==> src/rtl/rxf_pkg.sv <==
// Package rxf_pkg
// Shared field positions, cause indices and record types for the receive
// acceptance filter. Assumes the 9-bit control field is register bits 31:23.
package rxf_pkg;

    // Positions inside ctrl_field (register bit = index + 23)
    localparam int CF_REPORT  = 8;
    localparam int CF_SHORT   = 7;
    localparam int CF_MALF    = 6;
    localparam int CF_CRC     = 5;
    localparam int CF_CTRL    = 4;
    localparam int CF_PAUSE   = 3;
    localparam int CF_CSUM_HI = 2;
    localparam int CF_CSUM_LO = 1;
    localparam int CF_Q2      = 0;
    localparam int CF_W       = 9;

    // Reject-cause indices
    localparam int C_SHORT   = 0;
    localparam int C_MALF    = 1;
    localparam int C_CRC     = 2;
    localparam int C_CTRL    = 3;
    localparam int C_PAUSE   = 4;
    localparam int C_CSUM    = 5;
    localparam int NUM_CAUSE = 6;

    typedef enum logic [1:0] {
        CSUM_IGNORE  = 2'b00,
        CSUM_TCP     = 2'b01,
        CSUM_TCP_UDP = 2'b10,
        CSUM_RSVD    = 2'b11
    } csum_mode_e;

    typedef struct packed {
        logic crc_err;
        logic dribble;
        logic code_viol;
        logic fifo_ovf;
        logic mac_ctrl;
        logic pause;
        logic is_tcp;
        logic is_udp;
        logic csum_bad;
        logic hi_prio;
    } frm_status_t;

    typedef struct packed {
        logic accept;
        logic report;
        logic queue;
    } decision_t;

endpackage

==> src/rtl/rxf_csum_policy.sv <==
// Module rxf_csum_policy
// Decides whether the transport checksum policy rejects a frame.
// Assumes is_tcp and is_udp are not both set; the reserved mode acts as ignore.
module rxf_csum_policy
    import rxf_pkg::*;
(
    input  logic [1:0] mode,
    input  logic       is_tcp,
    input  logic       is_udp,
    input  logic       csum_bad,
    output logic       csum_reject
);

    csum_mode_e mode_e;

    // Map the raw field onto the policy enumeration
    always_comb mode_e = csum_mode_e'(mode);

    // Select the protocols the current policy holds to their checksum
    always_comb begin
        unique case (mode_e)
            CSUM_TCP:     csum_reject = csum_bad & is_tcp;
            CSUM_TCP_UDP: csum_reject = csum_bad & (is_tcp | is_udp);
            default:      csum_reject = 1'b0;
        endcase
    end

endmodule

==> src/rtl/rxf_cause_decode.sv <==
// Module rxf_cause_decode
// Turns a frame status bundle into a vector of reject causes, one bit per
// class of exceptional frame. Purely combinational; the caller qualifies it.
module rxf_cause_decode
    import rxf_pkg::*;
#(
    parameter int LEN_W   = 14,
    parameter int MIN_LEN = 64
) (
    input  logic [LEN_W-1:0]     len,
    input  frm_status_t          st,
    input  logic [1:0]           csum_mode,
    output logic [NUM_CAUSE-1:0] cause
);

    localparam logic [LEN_W-1:0] MIN_LEN_V = LEN_W'(MIN_LEN);

    logic csum_rej;

    rxf_csum_policy u_csum (
        .mode        (csum_mode),
        .is_tcp      (st.is_tcp),
        .is_udp      (st.is_udp),
        .csum_bad    (st.csum_bad),
        .csum_reject (csum_rej)
    );

    // Classify each fault of the frame into its cause slot
    always_comb begin
        cause          = '0;
        cause[C_SHORT] = (len < MIN_LEN_V);
        cause[C_MALF]  = st.dribble | st.code_viol | st.fifo_ovf;
        cause[C_CRC]   = st.crc_err;
        cause[C_CTRL]  = st.mac_ctrl & ~st.pause;
        cause[C_PAUSE] = st.pause;
        cause[C_CSUM]  = csum_rej;
    end

endmodule

==> src/rtl/rxf_accept_logic.sv <==
// Module rxf_accept_logic
// Masks the reject causes with the acceptance enables and forms the
// accept / report / queue triple. Assumes ctrl uses the rxf_pkg layout.
module rxf_accept_logic
    import rxf_pkg::*;
(
    input  logic [NUM_CAUSE-1:0] cause,
    input  logic [CF_W-1:0]      ctrl,
    input  logic                 long_mode,
    input  logic                 hi_prio,
    output decision_t            dec
);

    logic [NUM_CAUSE-1:0] allow;
    logic [NUM_CAUSE-1:0] blocked;
    logic                 reject;

    // Gather the per-cause acceptance enables; the checksum has none
    always_comb begin
        allow          = '0;
        allow[C_SHORT] = ctrl[CF_SHORT];
        allow[C_MALF]  = ctrl[CF_MALF];
        allow[C_CRC]   = ctrl[CF_CRC];
        allow[C_CTRL]  = ctrl[CF_CTRL];
        allow[C_PAUSE] = ctrl[CF_PAUSE];
        allow[C_CSUM]  = 1'b0;
    end

    // One masking slice per cause
    for (genvar i = 0; i < NUM_CAUSE; i++) begin : g_mask
        assign blocked[i] = cause[i] & ~allow[i];
    end

    assign reject = |blocked;

    // Assemble the decision triple
    always_comb begin
        dec.accept = ~reject;
        dec.report = ~reject | (ctrl[CF_REPORT] & long_mode);
        dec.queue  = ctrl[CF_Q2] & hi_prio;
    end

endmodule

==> src/rtl/rxf_drop_counter.sv <==
// Module rxf_drop_counter
// Counts rejected frames. SATURATE selects holding at all-ones (1) or
// wrapping (0). Synchronous active-low reset.
module rxf_drop_counter #(
    parameter int CNT_W    = 16,
    parameter bit SATURATE = 1'b1
) (
    input  logic             clk,
    input  logic             rst_n,
    input  logic             inc,
    output logic [CNT_W-1:0] count
);

    localparam logic [CNT_W-1:0] CNT_MAX = '1;

    logic hold;

    if (SATURATE) begin : g_sat
        assign hold = (count == CNT_MAX);
    end else begin : g_wrap
        assign hold = 1'b0;
    end

    // Advance the count on each drop unless pinned at the ceiling
    always_ff @(posedge clk) begin
        if (!rst_n)
            count <= '0;
        else if (inc && !hold)
            count <= count + 1'b1;
    end

endmodule

==> src/rtl/rx_accept_filter.sv <==
// Module rx_accept_filter
// Registers a drop/accept decision one clock after each end-of-frame strobe.
// Assumes the status bundle and ctrl_field are stable in the strobe cycle.
// Synchronous active-low reset clears every output.
module rx_accept_filter
    import rxf_pkg::*;
#(
    parameter int LEN_W   = 14,
    parameter int MIN_LEN = 64,
    parameter int CNT_W   = 16
) (
    input  logic             clk,
    input  logic             rst_n,
    input  logic [8:0]       ctrl_field,
    input  logic             long_desc_mode,
    input  logic             eof_valid,
    input  logic [LEN_W-1:0] frm_len,
    input  logic             frm_crc_err,
    input  logic             frm_dribble,
    input  logic             frm_code_viol,
    input  logic             frm_fifo_ovf,
    input  logic             frm_mac_ctrl,
    input  logic             frm_pause,
    input  logic             frm_is_tcp,
    input  logic             frm_is_udp,
    input  logic             frm_csum_bad,
    input  logic             frm_hi_prio,
    output logic             dec_valid,
    output logic             dec_accept,
    output logic             dec_report,
    output logic             dec_queue,
    output logic             drop_pulse,
    output logic [CNT_W-1:0] drop_count
);

    frm_status_t          st;
    logic [NUM_CAUSE-1:0] cause;
    decision_t            dec_nxt;
    decision_t            dec_q;
    logic                 valid_q;
    logic                 drop_q;

    // Pack the status pins into one record
    always_comb begin
        st.crc_err   = frm_crc_err;
        st.dribble   = frm_dribble;
        st.code_viol = frm_code_viol;
        st.fifo_ovf  = frm_fifo_ovf;
        st.mac_ctrl  = frm_mac_ctrl;
        st.pause     = frm_pause;
        st.is_tcp    = frm_is_tcp;
        st.is_udp    = frm_is_udp;
        st.csum_bad  = frm_csum_bad;
        st.hi_prio   = frm_hi_prio;
    end

    rxf_cause_decode #(
        .LEN_W   (LEN_W),
        .MIN_LEN (MIN_LEN)
    ) u_cause (
        .len       (frm_len),
        .st        (st),
        .csum_mode (ctrl_field[CF_CSUM_HI:CF_CSUM_LO]),
        .cause     (cause)
    );

    rxf_accept_logic u_accept (
        .cause     (cause),
        .ctrl      (ctrl_field),
        .long_mode (long_desc_mode),
        .hi_prio   (st.hi_prio),
        .dec       (dec_nxt)
    );

    // Capture the decision in the cycle after the frame end strobe
    always_ff @(posedge clk) begin
        if (!rst_n) begin
            valid_q <= 1'b0;
            dec_q   <= '0;
            drop_q  <= 1'b0;
        end else begin
            valid_q <= eof_valid;
            dec_q   <= eof_valid ? dec_nxt : '0;
            drop_q  <= eof_valid & ~dec_nxt.accept;
        end
    end

    rxf_drop_counter #(
        .CNT_W    (CNT_W),
        .SATURATE (1'b1)
    ) u_drops (
        .clk   (clk),
        .rst_n (rst_n),
        .inc   (eof_valid & ~dec_nxt.accept),
        .count (drop_count)
    );

    assign dec_valid  = valid_q;
    assign dec_accept = dec_q.accept;
    assign dec_report = dec_q.report;
    assign dec_queue  = dec_q.queue;
    assign drop_pulse = drop_q;

endmodule

==> config.mk <==
export PLATFORM = sky130hd
export DESIGN_NAME = rx_accept_filter
export DESIGN_NICKNAME = d
export VERILOG_FILES = /design/src/rtl/rxf_pkg.sv /design/src/rtl/rxf_csum_policy.sv /design/src/rtl/rxf_cause_decode.sv /design/src/rtl/rxf_accept_logic.sv /design/src/rtl/rxf_drop_counter.sv /design/src/rtl/rx_accept_filter.sv
export SDC_FILE = /design/constraint.sdc
export NUM_CORES = 1
export LEC_CHECK = 0
export BUFFER_PORTS_ARGS = -buffer_cell sky130_fd_sc_hd__buf_2
export CAP_MARGIN = 40
export CORE_MARGIN = 2
export CORE_UTILIZATION = 44
export DETAILED_ROUTE_END_ITERATION = 12
export PLACE_DENSITY = 0.78
export SLEW_MARGIN = 20
export SYNTH_ARGS = -nofsm -noshare
export SYNTH_HDL_FRONTEND = slang
export SYNTH_SLANG_ARGS = --single-unit
==> constraint.sdc <==
create_clock -name clk -period 2.7 [get_ports clk]
set_clock_uncertainty 0.05 [all_clocks]
set_input_delay 0.135 -clock clk [delete_from_list [all_inputs] [get_ports clk]]
set_output_delay 0.135 -clock clk [all_outputs]
set_load 0.01 [all_outputs]
; Yosys cells after proc, flatten, opt, wreduce, memory -nomap -nowiden
; Cells that the tools add are included.
[totals]
reg_bits = 21
in_bits = 37
word_cells = 38
[classes]
add_sub_neg = 1
order_cmp = 1
n_eq_ne = 3
muxes = 1
bitwise_logic = 22
reduce_logical = 4
[op_table]
columns = op, n
row1 = $add 16x1->16 const B, 1
row2 = $eq 16x16->1 const B, 1
row3 = $lt 14x7->1 const B, 1
row4 = $and 1x1->1, 11
row5 = $not 1->1, 7
row6 = $reduce_or 6->1, 1
row7 = $or 1x1->1, 4
row8 = $eq 2x1->1 const B, 1
row9 = $eq 2x2->1 const B, 1
row10 = $pmux 1 s2, 1
row11 = $reduce_and 2->1, 1
row12 = $logic_and 1x1->1, 1
row13 = $logic_not 1->1, 1

; Longest topological paths before layout
; Gate-level depths: netlist of the first run.
[depth]
ltp_word = 6
depth_mapped = 8

; By module
; Synthesis of the first run repeated with hierarchy kept, for this count alone.
[unflattened]
hier_cells = 130
area_unflattened_um2 = 1094.8
[modules_own_cells]
columns = module, instances, cells_each, area_each_um2, seq_area_each_um2
row1 = rxf_drop_counter, 1, 95, 799.5, 320.3
row2 = rx_accept_filter, 1, 11, 141.4, 100.1
row3 = rxf_accept_logic, 1, 12, 66.3, 0.0
row4 = rxf_cause_decode, 1, 8, 53.8, 0.0
row5 = rxf_csum_policy, 1, 4, 33.8, 0.0

; Worst setup path before layout of the first run
; OpenSTA, ideal clock, no wires.
[synth_timing]
kind = register -> register
from = register u_drops.count[2]
to = register u_drops.count[14]
setup_time_ns = 0.059
arrival_time_ns = 1.909
setup_slack_ns = 0.681
path_stages_with_launch = 7
n_path_buf = 1
cell_sequence = dfxtp_1 > nand4_2 > or2_0 > buf_2 > or4_4 > or4b_1 > nand2_1
[synth_between]
elab_chain_cells = 3
[synth_rtl]
columns = element, line
row1 = start: declaration, rxf_drop_counter.sv:11  ; output logic [CNT_W-1:0] count
row2 = start signal: assignment, rxf_drop_counter.sv:29  ; count <= count + 1'b1;
row3 = branches (longest 3 deep; another with $add 16x1->16), n/a
; Several ways; the timed one is not identified.
; A chain may end at the register's enable or synchronous reset.

; Worst setup path in the final report of the first run
[layout_timing]
from = register u_drops.count[2]
to = register u_drops.count[15]
; Same word-level chain as after synthesis.

==> results.yml, run 1 <==
sta:
  grt_setup_unrepaired: "no"
  period_share_pct: 80.7
  tns_ps: 0
  fmax_ghz: 0.459
  setup_ws_ps: 521
  final_max_slew_viol_count: 0
  layout_min_cycle_time_ps: 2180
  setup_viol: 0
  finalHoldViolations: 0
  relSlewSlack_pct: 50.1
  tightest_slew_ps: 743
placement:
  dpl.hpwl_um: 2000
  dp.cells: 208
  gp_congestion: 0.773
  place_area_um2: 1410
  io_buffers: 51
  place_ws_ps: 488
detailed_routing:
  first_pass_iters: 4
  ant_nets: 0
  wl_um: 2590
  vias: 1146
  drcViolationCount: 0
  wire_per_inst_um: 12.1
  drtIter0Drc: 19
  viasPerCell: 5.38
logic_synthesis:
  synth_area_per_cell_um2: 8.65
  synthFlopType: "dfxtp_1"
  synth_nets: 170
  synth.top_cell.area_share_pct: 37.1
  synth_top_cell_by_area: "dfxtp_1"
  synth_area_um2: 1130
  synth_common_cells: "dfxtp_1 (21), nand2_1 (19), mux2i_1 (13)"
  ys.warnings.count: 0
  synth_edf_count: 0
  yosysMostFrequentCell: "dfxtp_1"
  synthArstFlopShare_pct: 0
  ys_types: 35
  yosys_register_bits: 21
  synthCells: 131
  ys_seq_area_share_pct: 37.1
  synth_area_leaders: "dfxtp_1 (37%), mux2i_1 (11%), nand2_1 (6.3%), nand2b_1 (6.1%), nor4_1 (5.0%)"
worst_setup_path:
  worstSetupPathType: "reg2reg"
  cp-end-kind: "flip-flop"
  r2r_setup_slack_ps: 520
  crit_required_ps: 2890
  arrival_ps: 2370
  startpoint_type: "flip-flop"
  critPathMaxFanout: 7
floorplanning:
  die_area_um2: 3000
  num_io_pins: 58
  initial_utilization_pct: 46.2
  rows: 18
  core_um2: 2450
  die_width_um: 54.8
  die_h_um: 54.8
clock_network:
  cts_tree: "done"
  cts_htree_levels: 1
  cts.sinks: 21
  cts.clk_slew.worst_paths_ps: 120
  cts-root-buf: "clkbuf_4"
  cts_buffers: 3
  cts_buffer_depth: 2
  clk_latency_ps: 300
global_routing:
  grt_max_degree: 31
  grt_pass1_vias: 933
  grt_overflow: 0
  antenna_found_initial: 0
  groute.usage.overall_pct: 17.9
  grt_pass1_wl_um: 3970
finish:
  diodes: 0
  drive_above_1_share_pct: 33.9
  fin_nets: 223
  synthToLayoutAreaGrowth_pct: 27.6
  design_area_um2: 1450
  stdcell_count: 213
pwr:
  leakagePower_nw: 0.646
  irDropWorstVdd_uv: 283
  powerDensity_nw_per_um2: 380
run_status:
  outcome: "finished clean"
min_path:
  holdCritPathClass: "in2reg"
job:
  max_cap_violations: 0
registers in the layout, summed over array words and instances, names as in the netlist:
register / flops
u_drops.count: 16
dec_accept: 1
dec_report: 1
dec_valid: 1
drop_pulse: 1
dec_queue: 1
what timing repair did:
item / in CTS / in global routing
gates resized for setup: 0 / 0
endpoints found under the hold margin: 1 / 0
endpoints found under the setup margin: 0 / 0
setup buffers: 0 / 0
hold buffers: 1 / 0
per-stage QoR:
stage	util [%]	total power, mW	hold slack, ps
2_1_floorplan	-	0.367	224
3_3_place_gp	57.2	0.396	314
3_5_place_dp	57.4	0.400	327
4_1_cts	58.9	0.554	1.31
5_1_grt	58.9	0.572	11.5
6_report	58.9	0.549	10.1
worst paths after layout:
| check | startpoint | endpoint | depth (start not counted) |
|---|---|---|---|
| worst min-delay path | long_desc_mode | dec_report | 3 |
| worst max register to register | u_drops.count[2] | u_drops.count[15] | 5 |
| worst min register to register | u_drops.count[15] | u_drops.count[15] | 2 |
| worst max-delay path | u_drops.count[2] | u_drops.count[15] | 5 |
worst max-delay path: stages (launching register included):
cell and delay (ps):
dfxtp_1 470, nand4_2 150, or2_0 330, or4_2 650, nor3_1 250, mux2i_1 210
where the power goes:
part | switching [mW] | internal (mW)
Clock | 0.0997 | 0.0552
Sequential | 0.00442 | 0.316
Combinational | 0.0372 | 0.0361
per-layer routing:
metal	vias to the layer above	routed length [um]	GRT usage, %
met3	0	137	2.46
met2	32	1300	29.2
met4	0	0	5.00
met5	-	0	0
met1	534	1150	24.5
li1	580	-	-
final cells by class:
class | count | area [um2]
clock buffers | 3 | 22.5
clock inverters | 1 | 5.00
fillers | 239 | 1010
inverters | 4 | 15.0
multi-input cells | 99 | 661
flip-flops and latches | 21 | 420
well taps | 30 | 37.5
repair buffers | 55 | 285
cell usage in the layout (no fill, tap or decap):
cell type      instances
o31ai_1                1
and2_1                 2
buf_4                  2
nor4_2                 1
nor2b_1                1
or4_1                  3
o211ai_1               1
nor3_1                 4
ha_1                   2
or4b_1                 1
nor4_1                 8
buf_2                 52
nor2_1                 2
or2_0                  1
dlygate4sd3_1          1
nand2_1               19
or4_2                  1
a21boi_0               1
o31a_1                 1
or3_1                  1
clkinv_2               1
mux2i_1               13
nand4_1                4
nand2b_1              11
or4_4                  1
nor4b_1                1
and4_1                 1
and3_1                 1
nor3b_1                4
clkbuf_4               3
o22ai_1                1
a21oi_1                2
nand4_2                1
o21a_1                 3
nand3_1                6
dfxtp_1               21
inv_1                  4
cell families after synthesis:
group / count (synthesis) / synth area share, %
AND/OR/NAND/NOR: 74 / 37.9
multiplexers: 13 / 11.5
AO/OA/AOI/OAI: 10 / 6.18
flip-flops: 21 / 37.1
adder cells (fa/ha/maj): 2 / 2.21
buffers and inverters: 11 / 5.19
Note: power is estimated with default switching activity, not from simulation.
==> inputs of run 2 (changes only) <==
--- a/config.mk
+++ b/config.mk
@@ -5,12 +5,13 @@
 export SDC_FILE = /design/constraint.sdc
 export NUM_CORES = 1
 export LEC_CHECK = 0
+export ABC_AREA = 1
 export BUFFER_PORTS_ARGS = -buffer_cell sky130_fd_sc_hd__buf_2
 export CAP_MARGIN = 40
 export CORE_MARGIN = 2
-export CORE_UTILIZATION = 44
+export CORE_UTILIZATION = 46
 export DETAILED_ROUTE_END_ITERATION = 12
-export PLACE_DENSITY = 0.78
+export PLACE_DENSITY = 0.79
 export SLEW_MARGIN = 20
 export SYNTH_ARGS = -nofsm -noshare
 export SYNTH_HDL_FRONTEND = slang
==> constraint.sdc (replaced) <==
create_clock -name clk -period 2.2 [get_ports clk]
set_clock_uncertainty 0.05 [all_clocks]
set_input_delay 0.11 -clock clk [delete_from_list [all_inputs] [get_ports clk]]
set_output_delay 0.11 -clock clk [all_outputs]
set_load 0.01 [all_outputs]
==> run 2 against run 1 <==
Compared with the run above:
- combinational power up 35%
- non-clock buffer count rose by 2
- global-route usage up 2.2 points
- maximum frequency up 25%
- total power rose by 27%
- synthesized area up 11%
- sequential power increased by 22%
- sequential share of layout area down 3.0 points
- first-iteration DRC count grew to 2.6 times the previous value
==> results.yml, run 2 <==
clock_network:
  cts_tree: "done"
  cts.clk_slew.worst_paths_ps: 130
  hold_buffers: 5
  cts_buffer_depth: 2
  cts_resized: 0
  cts_buffers: 3
  clk_latency_ps: 330
  post-cts-setup-buffers: 0
  cts-root-buf: "clkbuf_4"
  cts.sinks: 21
  cts_htree_levels: 1
placement:
  gp_congestion: 0.841
  dpl.hpwl_um: 2160
  dp.cells: 264
  io_buffers: 51
sta:
  fmax_ghz: 0.573
  finalHoldViolations: 0
  tns_ps: 0
  period_share_pct: 79.4
  final_max_slew_viol_count: 0
  relSlewSlack_pct: 67.1
  tightest_slew_ps: 493
  layout_min_cycle_time_ps: 1750
  grt_setup_unrepaired: "no"
  setup_viol: 0
  holdWs_ps: 61.2
worst_setup_path:
  worstSetupPathType: "reg2reg"
  startpoint_type: "flip-flop"
  arrival_ps: 1960
  path_cells: "ha_1 -> nand2_1 -> nor2_4 -> nand4_4 -> nand3_4 -> nand2_1 -> a21oi_1"
  crit_top_cell: "nand2_1"
  cp-end-kind: "flip-flop"
  critPathMaxStageDelay_ps: 400
  critPathMaxFanout: 16
  crit_path_top_delay_cell: "dfxtp_1"
  crit_required_ps: 2410
logic_synthesis:
  synth_edf_count: 0
  yosys_register_bits: 21
  synth_top_cell_by_area: "dfxtp_1"
  synth_area_um2: 1260
  ys.warnings.count: 0
  synth_nets: 226
  synthFlopType: "dfxtp_1"
  synthCells: 187
  synth.top_cell.area_share_pct: 33.3
  synth_area_leaders: "dfxtp_1 (33%), nand2_1 (15%), nand4_1 (8.9%), inv_1 (6.2%), nor2_1 (5.9%)"
  synth_common_cells: "nand2_1 (51), dfxtp_1 (21), inv_1 (21)"
  yosysMostFrequentCell: "nand2_1"
  ys_seq_area_share_pct: 33.3
  synth_area_per_cell_um2: 6.76
  synthArstFlopShare_pct: 0
  ys_types: 27
finish:
  largest_reg_flops: 16
  drive_above_1_share_pct: 26.0
  diodes: 0
  layout_common_cells: "nand2_1 (51), buf_2 (51), inv_1 (21), dfxtp_1 (21), nor2_1 (20)"
  stdcell_count: 273
  synthToLayoutAreaGrowth_pct: 27.7
  fin_nets: 282
  regMostFlops: "u_drops.count"
floorplanning:
  die_area_um2: 3180
  num_io_pins: 58
  rows: 19
  core_um2: 2690
  initial_utilization_pct: 47.0
  die_h_um: 56.4
  die_width_um: 56.4
detailed_routing:
  drcViolationCount: 0
  vias: 1390
  viasPerCell: 5.09
  wire_per_inst_um: 11.0
  ant_nets: 0
  first_pass_iters: 4
  wl_um: 3010
  drtIter0Drc: 49
global_routing:
  antenna_found_initial: 0
  grt_pass1_vias: 1287
  grt_overflow: 0
  grt_pass1_wl_um: 5230
  groute.usage.overall_pct: 20.1
  grt_max_degree: 19
run_status:
  outcome: "finished clean"
pwr:
  irDropWorstVdd_uv: 376
  total_power_uw: 698
  powerDensity_nw_per_um2: 432
  leakagePower_nw: 0.777
job:
  max_cap_violations: 0
min_path:
  holdCritPathClass: "in2reg"
## run 2: cell types whose count changed in the layout (fill, tap and decap cells not counted), sizes merged, moves of 9 or more
cell    before  now
nand4        5   19
a21oi        2   16
nor4         9    0
nor2         2   21
inv          4   21
nand2b      11    0
nand2       19   51
mux2i       13    0
## run 2: logic make-up (layout without fill, tap and decap cells)
family	count (synthesis)	after routing	share of synthesized area (%)
and+or+nand+nor	112	112	43.5
xor gates and xnor gates	6	6	4.16
AOI/OAI and AO/OA	19	19	8.42
buffers and inverters	27	82	8.71
DFF	21	21	33.3
adders and majority gates	2	2	1.98
## run 2: final timing paths
| check | startpoint | end | slack [ps] | cells past startpoint |
|---|---|---|---|---|
| setup / recovery | u_drops.count[0] | u_drops.count[14] | 450 | 7 |
| hold / removal | frm_len[12] | drop_pulse | 60 | 4 |
| setup reg to reg | u_drops.count[0] | u_drops.count[14] | 450 | 7 |
| hold reg to reg | u_drops.count[1] | u_drops.count[1] | 460 | 2 |
## run 2: per-layer routing
| layer | track usage (%) | vias to the layer above | part of all wire [%] |
|---|---|---|---|
| met3 | 4.15 | 5 | 4.4 |
| li1 | - | 732 | - |
| met4 | 5.44 | 0 | 1.1 |
| met1 | 24.4 | 627 | 48 |
| met2 | 35.8 | 26 | 47 |
| met5 | 0 | - | 0 |
## run 2: worst max-delay path, delay by kind of cell, from the launching register on
family	cells	cell delay, ps
and+or+nand+nor	5	890
adders and majority gates	1	200
AOI/OAI and AO/OA	1	140
DFF	1	400
## run 2: cell type report
cell class	instances	area, um2
Tap cell	31	38.8
Clock inverter	1	7.51
Clock buffer	3	22.5
Inverter	21	78.8
Timing Repair Buffer	57	313
Fill cell	270	1070
Multi-Input combinational cell	139	733
Sequential cell	21	420
## run 2: stage by stage
step | setup slack [ps] | utilization, % | area, um2
CTS | 446 | 60.1 | 1610
floorplan | 562 | - | 1260
detailed placement | 493 | 57.1 | 1530
global route | 265 | 60.1 | 1610
finish | 454 | 60.1 | 1610
global placement | 503 | 57.1 | 1530
## run 2: power breakdown
part / switching [mW] / internal, mW / total (mW)
registers: 0.00407 / 0.388 / 0.392
clock network: 0.137 / 0.0697 / 0.207
logic: 0.0550 / 0.0442 / 0.0992
